==> src/rtl/mii_tx_pkg.sv <==
package mii_tx_pkg;

  typedef enum logic [2:0] {
    ST_IDLE,
    ST_DEFER,
    ST_PRE,
    ST_DATA,
    ST_JAM,
    ST_BACKOFF
  } tx_state_e;

  localparam logic [3:0] PRE_NIB = 4'h5;
  localparam logic [3:0] SFD_NIB = 4'hD;
  localparam logic [3:0] JAM_NIB = 4'h5;

endpackage

==> src/rtl/mii_tx_sync.sv <==
module mii_tx_sync #(
  parameter int W      = 1,
  parameter int STAGES = 2
) (
  input  logic         clk,
  input  logic         rst_n,
  input  logic [W-1:0] d,
  output logic [W-1:0] q
);

  logic [STAGES-1:0][W-1:0] stg_q;

  always_ff @(posedge clk or negedge rst_n) begin
    if (!rst_n) begin
      stg_q <= '0;
    end else begin
      stg_q[0] <= d;
      for (int s = 1; s < STAGES; s++) begin
        stg_q[s] <= stg_q[s-1];
      end
    end
  end

  assign q = stg_q[STAGES-1];

endmodule

==> src/rtl/mii_tx_lfsr.sv <==
module mii_tx_lfsr #(
  parameter int           W     = 16,
  parameter int           OUT_W = 10,
  parameter logic [W-1:0] TAPS  = 16'hB400,
  parameter logic [W-1:0] SEED  = 16'hACE1
) (
  input  logic             clk,
  input  logic             rst_n,
  input  logic             adv,
  output logic [OUT_W-1:0] q
);

  logic [W-1:0] st_q, st_d;

  always_comb begin
    st_d = st_q;
    if (adv) st_d = {st_q[W-2:0], ^(st_q & TAPS)};
  end

  always_ff @(posedge clk or negedge rst_n) begin
    if (!rst_n) st_q <= SEED;
    else        st_q <= st_d;
  end

  assign q = st_q[OUT_W-1:0];

endmodule

==> src/rtl/mii_tx_nibsel.sv <==
module mii_tx_nibsel
  import mii_tx_pkg::*;
(
  input  tx_state_e   state,
  input  logic        sfd,
  input  logic        hi,
  input  logic [7:0]  byte_in,
  output logic [3:0]  nib
);

  always_comb begin
    case (state)
      ST_PRE:  nib = sfd ? SFD_NIB : PRE_NIB;
      ST_DATA: nib = hi ? byte_in[7:4] : byte_in[3:0];
      ST_JAM:  nib = JAM_NIB;
      default: nib = 4'h0;
    endcase
  end

endmodule

==> src/rtl/mii_hdx_tx.sv <==
module mii_hdx_tx
  import mii_tx_pkg::*;
#(
  parameter int ADDR_W        = 11,
  parameter int SLOT_NIBBLES  = 128,
  parameter int MAX_ATTEMPTS  = 16,
  parameter int BACKOFF_LIMIT = 10,
  parameter int IFG_NIBBLES   = 24,
  parameter int JAM_NIBBLES   = 8,
  parameter int SYNC_STAGES   = 2,
  parameter int LFSR_W        = 16
) (
  input  logic              clk,
  input  logic              rst_n,
  input  logic              full_duplex,
  input  logic              tx_start,
  input  logic [ADDR_W-1:0] tx_len,
  output logic [ADDR_W-1:0] rd_addr,
  input  logic [7:0]        rd_data,
  input  logic              crs_async,
  input  logic              col_async,
  output logic [3:0]        txd,
  output logic              tx_en,
  output logic              tx_done,
  output logic              tx_abort
);

  localparam int PRE_NIBS = 16;
  localparam int PRE_W    = $clog2(PRE_NIBS);
  localparam int ATT_W    = $clog2(MAX_ATTEMPTS + 1);
  localparam int IFG_W    = $clog2(IFG_NIBBLES + 1);
  localparam int JAM_W    = $clog2(JAM_NIBBLES + 1);
  localparam int SLOT_W   = $clog2(SLOT_NIBBLES + 1);
  localparam int R_W      = BACKOFF_LIMIT;

  tx_state_e          state_q, state_d;
  logic [ADDR_W-1:0]  len_q, len_d;
  logic [ADDR_W-1:0]  addr_q, addr_d;
  logic               hi_q, hi_d;
  logic [PRE_W-1:0]   pre_q, pre_d;
  logic [ATT_W-1:0]   att_q, att_d;
  logic [IFG_W-1:0]   ifg_q, ifg_d;
  logic [JAM_W-1:0]   jam_q, jam_d;
  logic [R_W-1:0]     slot_q, slot_d;
  logic [SLOT_W-1:0]  nib_q, nib_d;
  logic               done_q, done_d;
  logic               abort_q, abort_d;

  logic [1:0]         sync_q;
  logic               crs_s, col_s;
  logic               crs_busy, col_hit;
  logic [R_W-1:0]     rnd;
  logic [ATT_W-1:0]   bo_exp;
  logic [R_W:0]       bo_span;
  logic [R_W-1:0]     bo_r;

  // PHY status into the clock domain
  mii_tx_sync #(.W(2), .STAGES(SYNC_STAGES)) u_sync (
    .clk   (clk),
    .rst_n (rst_n),
    .d     ({crs_async, col_async}),
    .q     (sync_q)
  );
  assign crs_s = sync_q[1];
  assign col_s = sync_q[0];

  mii_tx_lfsr #(.W(LFSR_W), .OUT_W(R_W)) u_lfsr (
    .clk   (clk),
    .rst_n (rst_n),
    .adv   (1'b1),
    .q     (rnd)
  );

  assign crs_busy = !full_duplex && crs_s;
  assign col_hit  = !full_duplex && col_s &&
                    ((state_q == ST_PRE) || (state_q == ST_DATA));

  // truncated exponent and masked random slot count
  always_comb begin
    bo_exp  = (att_q > ATT_W'(BACKOFF_LIMIT)) ? ATT_W'(BACKOFF_LIMIT) : att_q;
    bo_span = (R_W+1)'(1) << bo_exp;
    bo_r    = rnd & R_W'(bo_span - 1'b1);
  end

  always_comb begin
    state_d = state_q;
    len_d   = len_q;
    addr_d  = addr_q;
    hi_d    = hi_q;
    pre_d   = pre_q;
    att_d   = att_q;
    ifg_d   = ifg_q;
    jam_d   = jam_q;
    slot_d  = slot_q;
    nib_d   = nib_q;
    done_d  = 1'b0;
    abort_d = 1'b0;
    case (state_q)
      ST_IDLE: begin
        if (tx_start) begin
          len_d   = tx_len;
          att_d   = '0;
          ifg_d   = '0;
          state_d = ST_DEFER;
        end
      end
      ST_DEFER: begin
        if (crs_busy) begin
          ifg_d = '0;
        end else if (ifg_q == IFG_W'(IFG_NIBBLES - 1)) begin
          pre_d   = '0;
          addr_d  = '0;
          hi_d    = 1'b0;
          state_d = ST_PRE;
        end else begin
          ifg_d = ifg_q + 1'b1;
        end
      end
      ST_PRE: begin
        if (col_hit) begin
          jam_d   = '0;
          att_d   = att_q + 1'b1;
          state_d = ST_JAM;
        end else if (pre_q == PRE_W'(PRE_NIBS - 1)) begin
          state_d = ST_DATA;
        end else begin
          pre_d = pre_q + 1'b1;
        end
      end
      ST_DATA: begin
        if (col_hit) begin
          jam_d   = '0;
          att_d   = att_q + 1'b1;
          state_d = ST_JAM;
        end else begin
          hi_d = !hi_q;
          if (hi_q) begin
            if (addr_q == len_q - 1'b1) begin
              done_d  = 1'b1;
              state_d = ST_IDLE;
            end else begin
              addr_d = addr_q + 1'b1;
            end
          end
        end
      end
      ST_JAM: begin
        if (jam_q == JAM_W'(JAM_NIBBLES - 1)) begin
          ifg_d = '0;
          nib_d = '0;
          if (att_q == ATT_W'(MAX_ATTEMPTS)) begin
            abort_d = 1'b1;
            state_d = ST_IDLE;
          end else begin
            slot_d  = bo_r;
            state_d = (bo_r == '0) ? ST_DEFER : ST_BACKOFF;
          end
        end else begin
          jam_d = jam_q + 1'b1;
        end
      end
      ST_BACKOFF: begin
        if (nib_q == SLOT_W'(SLOT_NIBBLES - 1)) begin
          nib_d = '0;
          if (slot_q == R_W'(1)) state_d = ST_DEFER;
          else                   slot_d  = slot_q - 1'b1;
        end else begin
          nib_d = nib_q + 1'b1;
        end
      end
      default: state_d = ST_IDLE;
    endcase
  end

  always_ff @(posedge clk or negedge rst_n) begin
    if (!rst_n) begin
      state_q <= ST_IDLE;
      len_q   <= '0;
      addr_q  <= '0;
      hi_q    <= 1'b0;
      pre_q   <= '0;
      att_q   <= '0;
      ifg_q   <= '0;
      jam_q   <= '0;
      slot_q  <= '0;
      nib_q   <= '0;
      done_q  <= 1'b0;
      abort_q <= 1'b0;
    end else begin
      state_q <= state_d;
      len_q   <= len_d;
      addr_q  <= addr_d;
      hi_q    <= hi_d;
      pre_q   <= pre_d;
      att_q   <= att_d;
      ifg_q   <= ifg_d;
      jam_q   <= jam_d;
      slot_q  <= slot_d;
      nib_q   <= nib_d;
      done_q  <= done_d;
      abort_q <= abort_d;
    end
  end

  mii_tx_nibsel u_nibsel (
    .state   (state_q),
    .sfd     (pre_q == PRE_W'(PRE_NIBS - 1)),
    .hi      (hi_q),
    .byte_in (rd_data),
    .nib     (txd)
  );

  assign tx_en    = (state_q == ST_PRE) || (state_q == ST_DATA) || (state_q == ST_JAM);
  assign rd_addr  = addr_q;
  assign tx_done  = done_q;
  assign tx_abort = abort_q;

endmodule

==> config.mk <==
export PLATFORM = sky130hd
export DESIGN_NAME = mii_hdx_tx
export DESIGN_NICKNAME = d
export VERILOG_FILES = /design/src/rtl/mii_tx_pkg.sv /design/src/rtl/mii_tx_sync.sv /design/src/rtl/mii_tx_lfsr.sv /design/src/rtl/mii_tx_nibsel.sv /design/src/rtl/mii_hdx_tx.sv
export SDC_FILE = /design/constraint.sdc
export NUM_CORES = 1
export LEC_CHECK = 0
export BUFFER_PORTS_ARGS = -buffer_cell sky130_fd_sc_hd__buf_4
export CORE_MARGIN = 4
export CORE_UTILIZATION = 43
export CTS_CLUSTER_SIZE = 30
export DETAILED_ROUTE_END_ITERATION = 10
export GPL_TIMING_DRIVEN = 1
export MAX_ROUTING_LAYER = met4
export PLACE_DENSITY = 0.57
export SYNTH_ARGS = -nofsm -noshare
export SYNTH_HDL_FRONTEND = slang
export SYNTH_SLANG_ARGS = --single-unit
==> constraint.sdc <==
create_clock -name clk -period 8.6 [get_ports clk]
set_clock_uncertainty 0.1 [all_clocks]
set_input_delay 1.72 -clock clk [delete_from_list [all_inputs] [get_ports clk]]
set_output_delay 1.72 -clock clk [all_outputs]
set_load 0.03 [all_outputs]
==> run metrics, run 1 <==
syn avg cell area 9.144 um^2; first-pass GRT wire length 17980 um; initial drt markers 233; Ant. Diodes 0; worst slew pin tran 1.054 ns; layout net count roughly 570; ys flop type dfrtp_1; Fill cells 1005; highest metal used met4; pwr/cell area roughly 280 nW/um^2; Synth Cell Area 4627 um^2; class of the worst hold path reg -> reg; GPL Wtd Cong 0.8541; asr flop ratio synth 1.000; highest ir drop seen on vdd 0.0001485 V; max_slew headroom 0.2972; cts bufs inserted 9; Tot GR Track Use 0.1781; RSZ-0062 raised after global routing no; Root Buffer clkbuf_8; Yosys warnings 0; fin crit share 0.4967; synth unique cells 64; Die X around 110 um; Via-to-Cell Ratio 5.583; final instance area 5239 um^2; EDFF count, synth 0; DPL Wire Length about 7500 um; Tot Pwr 1443 uW; Placed Area 5004 um^2; initial antenna violation count 0; Area Growth Syn to Fin 13.22%; die area roughly 12000 um^2; Setup TNS 0 ns; Antenna Nets Post-Route 0; critical path launch point type input port; CTS max path bufs 2; syn nets 542; Worst-path clk slew 0.08 ns; clk sinks 84; Crit Path Max Fanout 1; Final Hold Viols 0; fin util 0.5029; Post-CTS Setup Inserts 0; CP arrival 2.45 ns; leak pwr 0.002353 uW; hold slack ~0.25 ns; via count 3774; post-CTS resize count 0; input/output buffers 42; Met3 Wirelength roughly 350 um; starting density of the core 0.4442; TritonCTS clock tree done; # rows 37; hold path depth 0; max_cap viols 0; post-synthesis sequential area ratio 0.4565; synthesized flop and latch total 84; worst endpoint required time 6.78 ns; final wirelength ~10000 um; fmax 234.1 MHz; status finished, final reports clean; wire length on met1 5177 um; Slew Limit Fails 0; final setup fails 0; die height 111.7 um; Period minus WS final ~4.3 ns; gr ovfl total 0; WL per Instance 15.52 um; Crit. End Element output pin; R2R cell count 9; Gate Count Post-Synth 506; largest net degree at the start of global routing 85; number of global-route vias before repair ~3600; Ports 43; metal2 WL 4852 um; DRC viols 0; CP Class in -> out; DR pass1 iterations 4; core area 10420 um^2; share of layout cells above drive strength 1 0.1611; H-tree depth 3; Worst-Skew Late Latency 0.35 ns; cts-stage hold buffer count 0
cells in the mapped netlist (all sizes together) (3+ instances only):
cell type | instances | area [um^2]
a211oi | 3 | 22.52
xnor2 | 9 | 78.83
nor3 | 16 | 80.08
mux2i | 9 | 90.09
or4 | 9 | 75.07
and3 | 9 | 56.30
or2 | 3 | 18.77
inv | 11 | 41.29
nor2b | 4 | 25.02
o21ai | 52 | 260.2
o31ai | 5 | 42.54
nor4 | 4 | 25.02
nor2 | 51 | 191.4
nand4 | 9 | 56.30
a21oi | 20 | 100.1
o21a | 3 | 22.52
nand3 | 21 | 105.1
dfstp | 8 | 210.2
dfrtp | 76 | 1902
a31oi | 6 | 37.54
clkbuf | 19 | 71.32
and4 | 3 | 26.28
xor2 | 12 | 105.1
nand2 | 60 | 225.2
o211ai | 8 | 60.06
mux2 | 12 | 135.1
or3 | 5 | 32.53
ha | 11 | 137.6
buf | 5 | 37.53
nand2b | 7 | 43.79
cells in the final DEF (no fill, tap or decap), types with 9 or more instances in the layout:
cell type	netlist	routed
mux2_2	12	12
xor2_1	12	12
xnor2_1	9	9
dfrtp_1	76	76
buf_4	0	42
ha_1	11	11
nor3_1	16	16
inv_1	11	11
and3_1	9	9
nor2_1	51	51
mux2i_1	9	9
clkbuf_8	0	12
nand4_1	9	9
a21oi_1	20	20
nand2_1	60	60
nand3_1	21	21
o21ai_0	51	51
cell families (layout without fill, tap and decap cells):
group | after synthesis | count (layout) | share of synthesized area
xor+xnor | 21 | 21 | 0.03975
flops | 84 | 84 | 0.4565
compound gates | 123 | 123 | 0.1669
fa+ha+maj | 11 | 11 | 0.02975
mux | 21 | 21 | 0.04868
buf+inv | 35 | 69 | 0.03245
simple gates | 211 | 211 | 0.2261
critical path, cell delays in order:
cell and delay [ns]:
buf_4 0.11, mux2i_1 0.22, nand2_1 0.08, nand2_1 0.09
nand2_1 0.06, buf_4 0.17
worst paths after layout:
| path | end | from | slack (ns) |
|---|---|---|---|
| max in group asynchronous | jam_q[1] | rst_n | 6.28 |
| worst min register to register | u_sync.q[0] | u_sync.stg_q[0] | 0.25 |
| worst min-delay path | u_sync.q[0] | u_sync.stg_q[0] | 0.25 |
| min in group asynchronous | len_q[6] | rst_n | 1.44 |
| worst max register to register | state_q[2] | att_q[3] | 5.45 |
| worst max-delay path | txd[0] | rd_data[4] | 4.33 |
through the flow:
stage	worst slack [ns]	std cells
after global routing	4.269	676
after CTS	4.317	676
after floorplan	4.316	506
after detailed placement	4.324	660
final	4.328	676
after global placement	4.337	660
flip-flops by register name, indices dropped and copies added (netlist names):
register      flops
att_q             5
hi_q              1
ifg_q             5
jam_q             4
len_q            11
nib_q             8
pre_q             4
rd_addr          11
slot_q           10
state_q           3
tx_abort          1
tx_done           1
u_lfsr.st_q      16
u_sync.q          2
u_sync.stg_q      2
where the power goes:
part	total (uW)	leakage, uW	internal [uW]	switching [uW]
Sequential	605	0.00108	473	132
Clock	324	0.000122	186	137
Combinational	515	0.00115	222	292
Total	1440	0.00235	881	562
metal layers:
layer | track usage | vias to the layer above
met1 | 0.2415 | 1814
met3 | 0.03641 | 13
li1 | - | 1897
met5 | - | -
met4 | 0.04785 | 0
met2 | 0.2734 | 50
cell type report:
type / instances / area (um^2) / share of cell area
Multi-Input combinational cell: 387 / 2365 / 0.4514
Sequential cell: 84 / 2112 / 0.4032
Timing Repair Buffer: 42 / 315.3 / 0.06019
Tap cell: 136 / 170.2 / 0.03248
Clock buffer: 12 / 165.2 / 0.03153
Clock inverter: 4 / 70.07 / 0.01337
Inverter: 11 / 41.29 / 0.007882
(Power assumes the default switching activity.)
==> run 2, diff against run 1 <==
Settings changed: PLACE_DENSITY 0.57 to 0.59.
Clock period 8.6 ns to 3.7 ns, I/O delays scaled along.
==> run 2 against run 1 <==
Against the previous run: wire length is 1.4% higher; critical path depth rose by 3; sequential power grew 130%; largest power group unchanged; final area fell by 0.67%; die area stayed put; setup slack got worse by 3.7 ns; register-to-register slack got worse by 4.8 ns; total power up 120%; clock-buffer cell count down 2.
==> run metrics, run 2 (same netlist as run 1, synthesis figures left out) <==
status finished, final reports clean; Crit. End Element flip-flop; Register Area 2112 um^2; die height 111.7 um; Area Growth Syn to Fin 12.47%; fmax around 330 MHz; Sw Ratio 0.4121; most frequent cells in the layout 76 x dfrtp_1, 60 x nand2_1, 51 x o21ai_0, 51 x nor2_1, 45 x buf_4; class of the worst hold path reg -> reg; Worst path most repeated cell or3_1; initial antenna violation count 0; fin crit share 0.8254; Gate power share 0.374; number of global-route vias before repair 3710; Ant. Diodes 0; clk sinks 84; via count 3877; final setup fails 0; Antenna Nets Post-Route 0; Die X between 100 and 150 um; register bank with the most flops u_lfsr.st_q; DR pass1 iterations 4; first-pass GRT wire length 18200 um; CP arrival 3.20 ns; Int Pwr between 1500 and 2000 uW; share of layout cells above drive strength 1 0.1657; fin util 0.4996; Post-CTS Setup Inserts 0; Tot GR Track Use 0.1815; Critical Path, Cell by Cell or3_1, or3_1, ha_1, a21oi_1, o21ai_0, a221o_1, o311ai_1, nand2_1, mux2_2; commonest non-fill, non-tap cell in the layout dfrtp_1; pwr/cell area approximately 610 nW/um^2; final wirelength 10630 um; Placed Area 5026 um^2; largest net degree at the start of global routing 74; final instance area 5204 um^2; layout net count 574; cts-stage hold buffer count 0; GPL Wtd Cong 0.8833; post-CTS resize count 0; max reg flops 16; DPL Wire Length 7596 um; Worst-Skew Late Latency 0.36 ns; H-tree depth 3; initial drt markers 329; max_slew headroom 0.4008; CP max stage delay 0.49 ns; Via-to-Cell Ratio 5.710; highest ir drop seen on vdd 0.0002885 V; worst slew pin tran 0.8988 ns; NetSw 1318 uW; Clock Power Share 0.187; Final Hold Viols 0; RSZ-0062 raised after global routing no; die area 12480 um^2; Root Buffer clkbuf_8; starting density of the core 0.4442; Ports 43; multi-input combinational cell area roughly 2400 um^2; CP Class reg -> reg; worst endpoint required time between 3 and 4 ns; Slew Limit Fails 0; Tot Pwr between 3000 and 4000 uW; Sequential Power Share 0.439; Crit Path Max Fanout 10; Fill cells 970; critical path launch point type flip-flop; Period minus WS final 3.054 ns; Worst-path clk slew 0.08 ns; input/output buffers 42; CTS max path bufs 2; cts bufs inserted 9; # rows 37; gr ovfl total 0; max_cap viols 0; TritonCTS clock tree done; Buf/Inv on CP 0; core area roughly 10000 um^2; CP delay by family, top simple AND/OR/NAND/NOR gates; DRC viols 0; WL per Instance 15.66 um; Slowest-stage cell, CP dfrtp_1; leak pwr ~0.0023 uW; Setup TNS 0 ns
run 2: path summary, 6_finish.rpt:
| path | cells after the start | from | to | slack, ns |
|---|---|---|---|---|
| setup reg to reg | 9 | att_q[2] | state_q[2] | 0.65 |
| max in group asynchronous | 2 | rst_n | slot_q[1] | 2.43 |
| min in group asynchronous | 1 | rst_n | len_q[6] | 0.40 |
| setup / recovery | 9 | att_q[2] | state_q[2] | 0.65 |
| hold / removal | 0 | u_sync.stg_q[1] | u_sync.q[1] | 0.25 |
| hold reg to reg | 0 | u_sync.stg_q[1] | u_sync.q[1] | 0.25 |
run 2: power by group through the flow:
stage          Sequential, uW  Combinational [uW]  Clock (uW)
2_1_floorplan            1290                1010           0
3_3_place_gp             1410                1170           0
3_5_place_dp             1410                1200           0
4_1_cts                  1400                1200         635
5_1_grt                  1450                1350         671
6_report                 1400                1200         597
run 2: area by class of cell:
type,count,share of cell area
Clock buffer,10,0.02645
Clock inverter,6,0.007694
Inverter,11,0.007935
Multi-Input combinational cell,387,0.4544
Sequential cell,84,0.4059
Tap cell,136,0.03270
Timing Repair Buffer,45,0.06492
run 2: per-stage QoR:
| step | cells | worst slack, ns | hold slack, ns |
|---|---|---|---|
| 2_1_floorplan | 506 | 0.7438 | 0.2312 |
| 3_3_place_gp | 663 | 0.7370 | 0.2335 |
| 3_5_place_dp | 663 | 0.6595 | 0.2364 |
| 4_1_cts | 679 | 0.6451 | 0.2572 |
| 5_1_grt | 679 | 0.4573 | 0.2714 |
| 6_report | 679 | 0.6458 | 0.2539 |
run 2: routing by layer:
| metal | GRT usage | routed length (um) | up-vias |
|---|---|---|---|
| met2 | 0.2834 | 5058 | 114 |
| met3 | 0.03859 | 559 | 15 |
| met4 | 0.05839 | 156 | 0 |
| met1 | 0.2367 | 4857 | 1857 |
| li1 | - | - | 1891 |
| met5 | - | 0 | - |
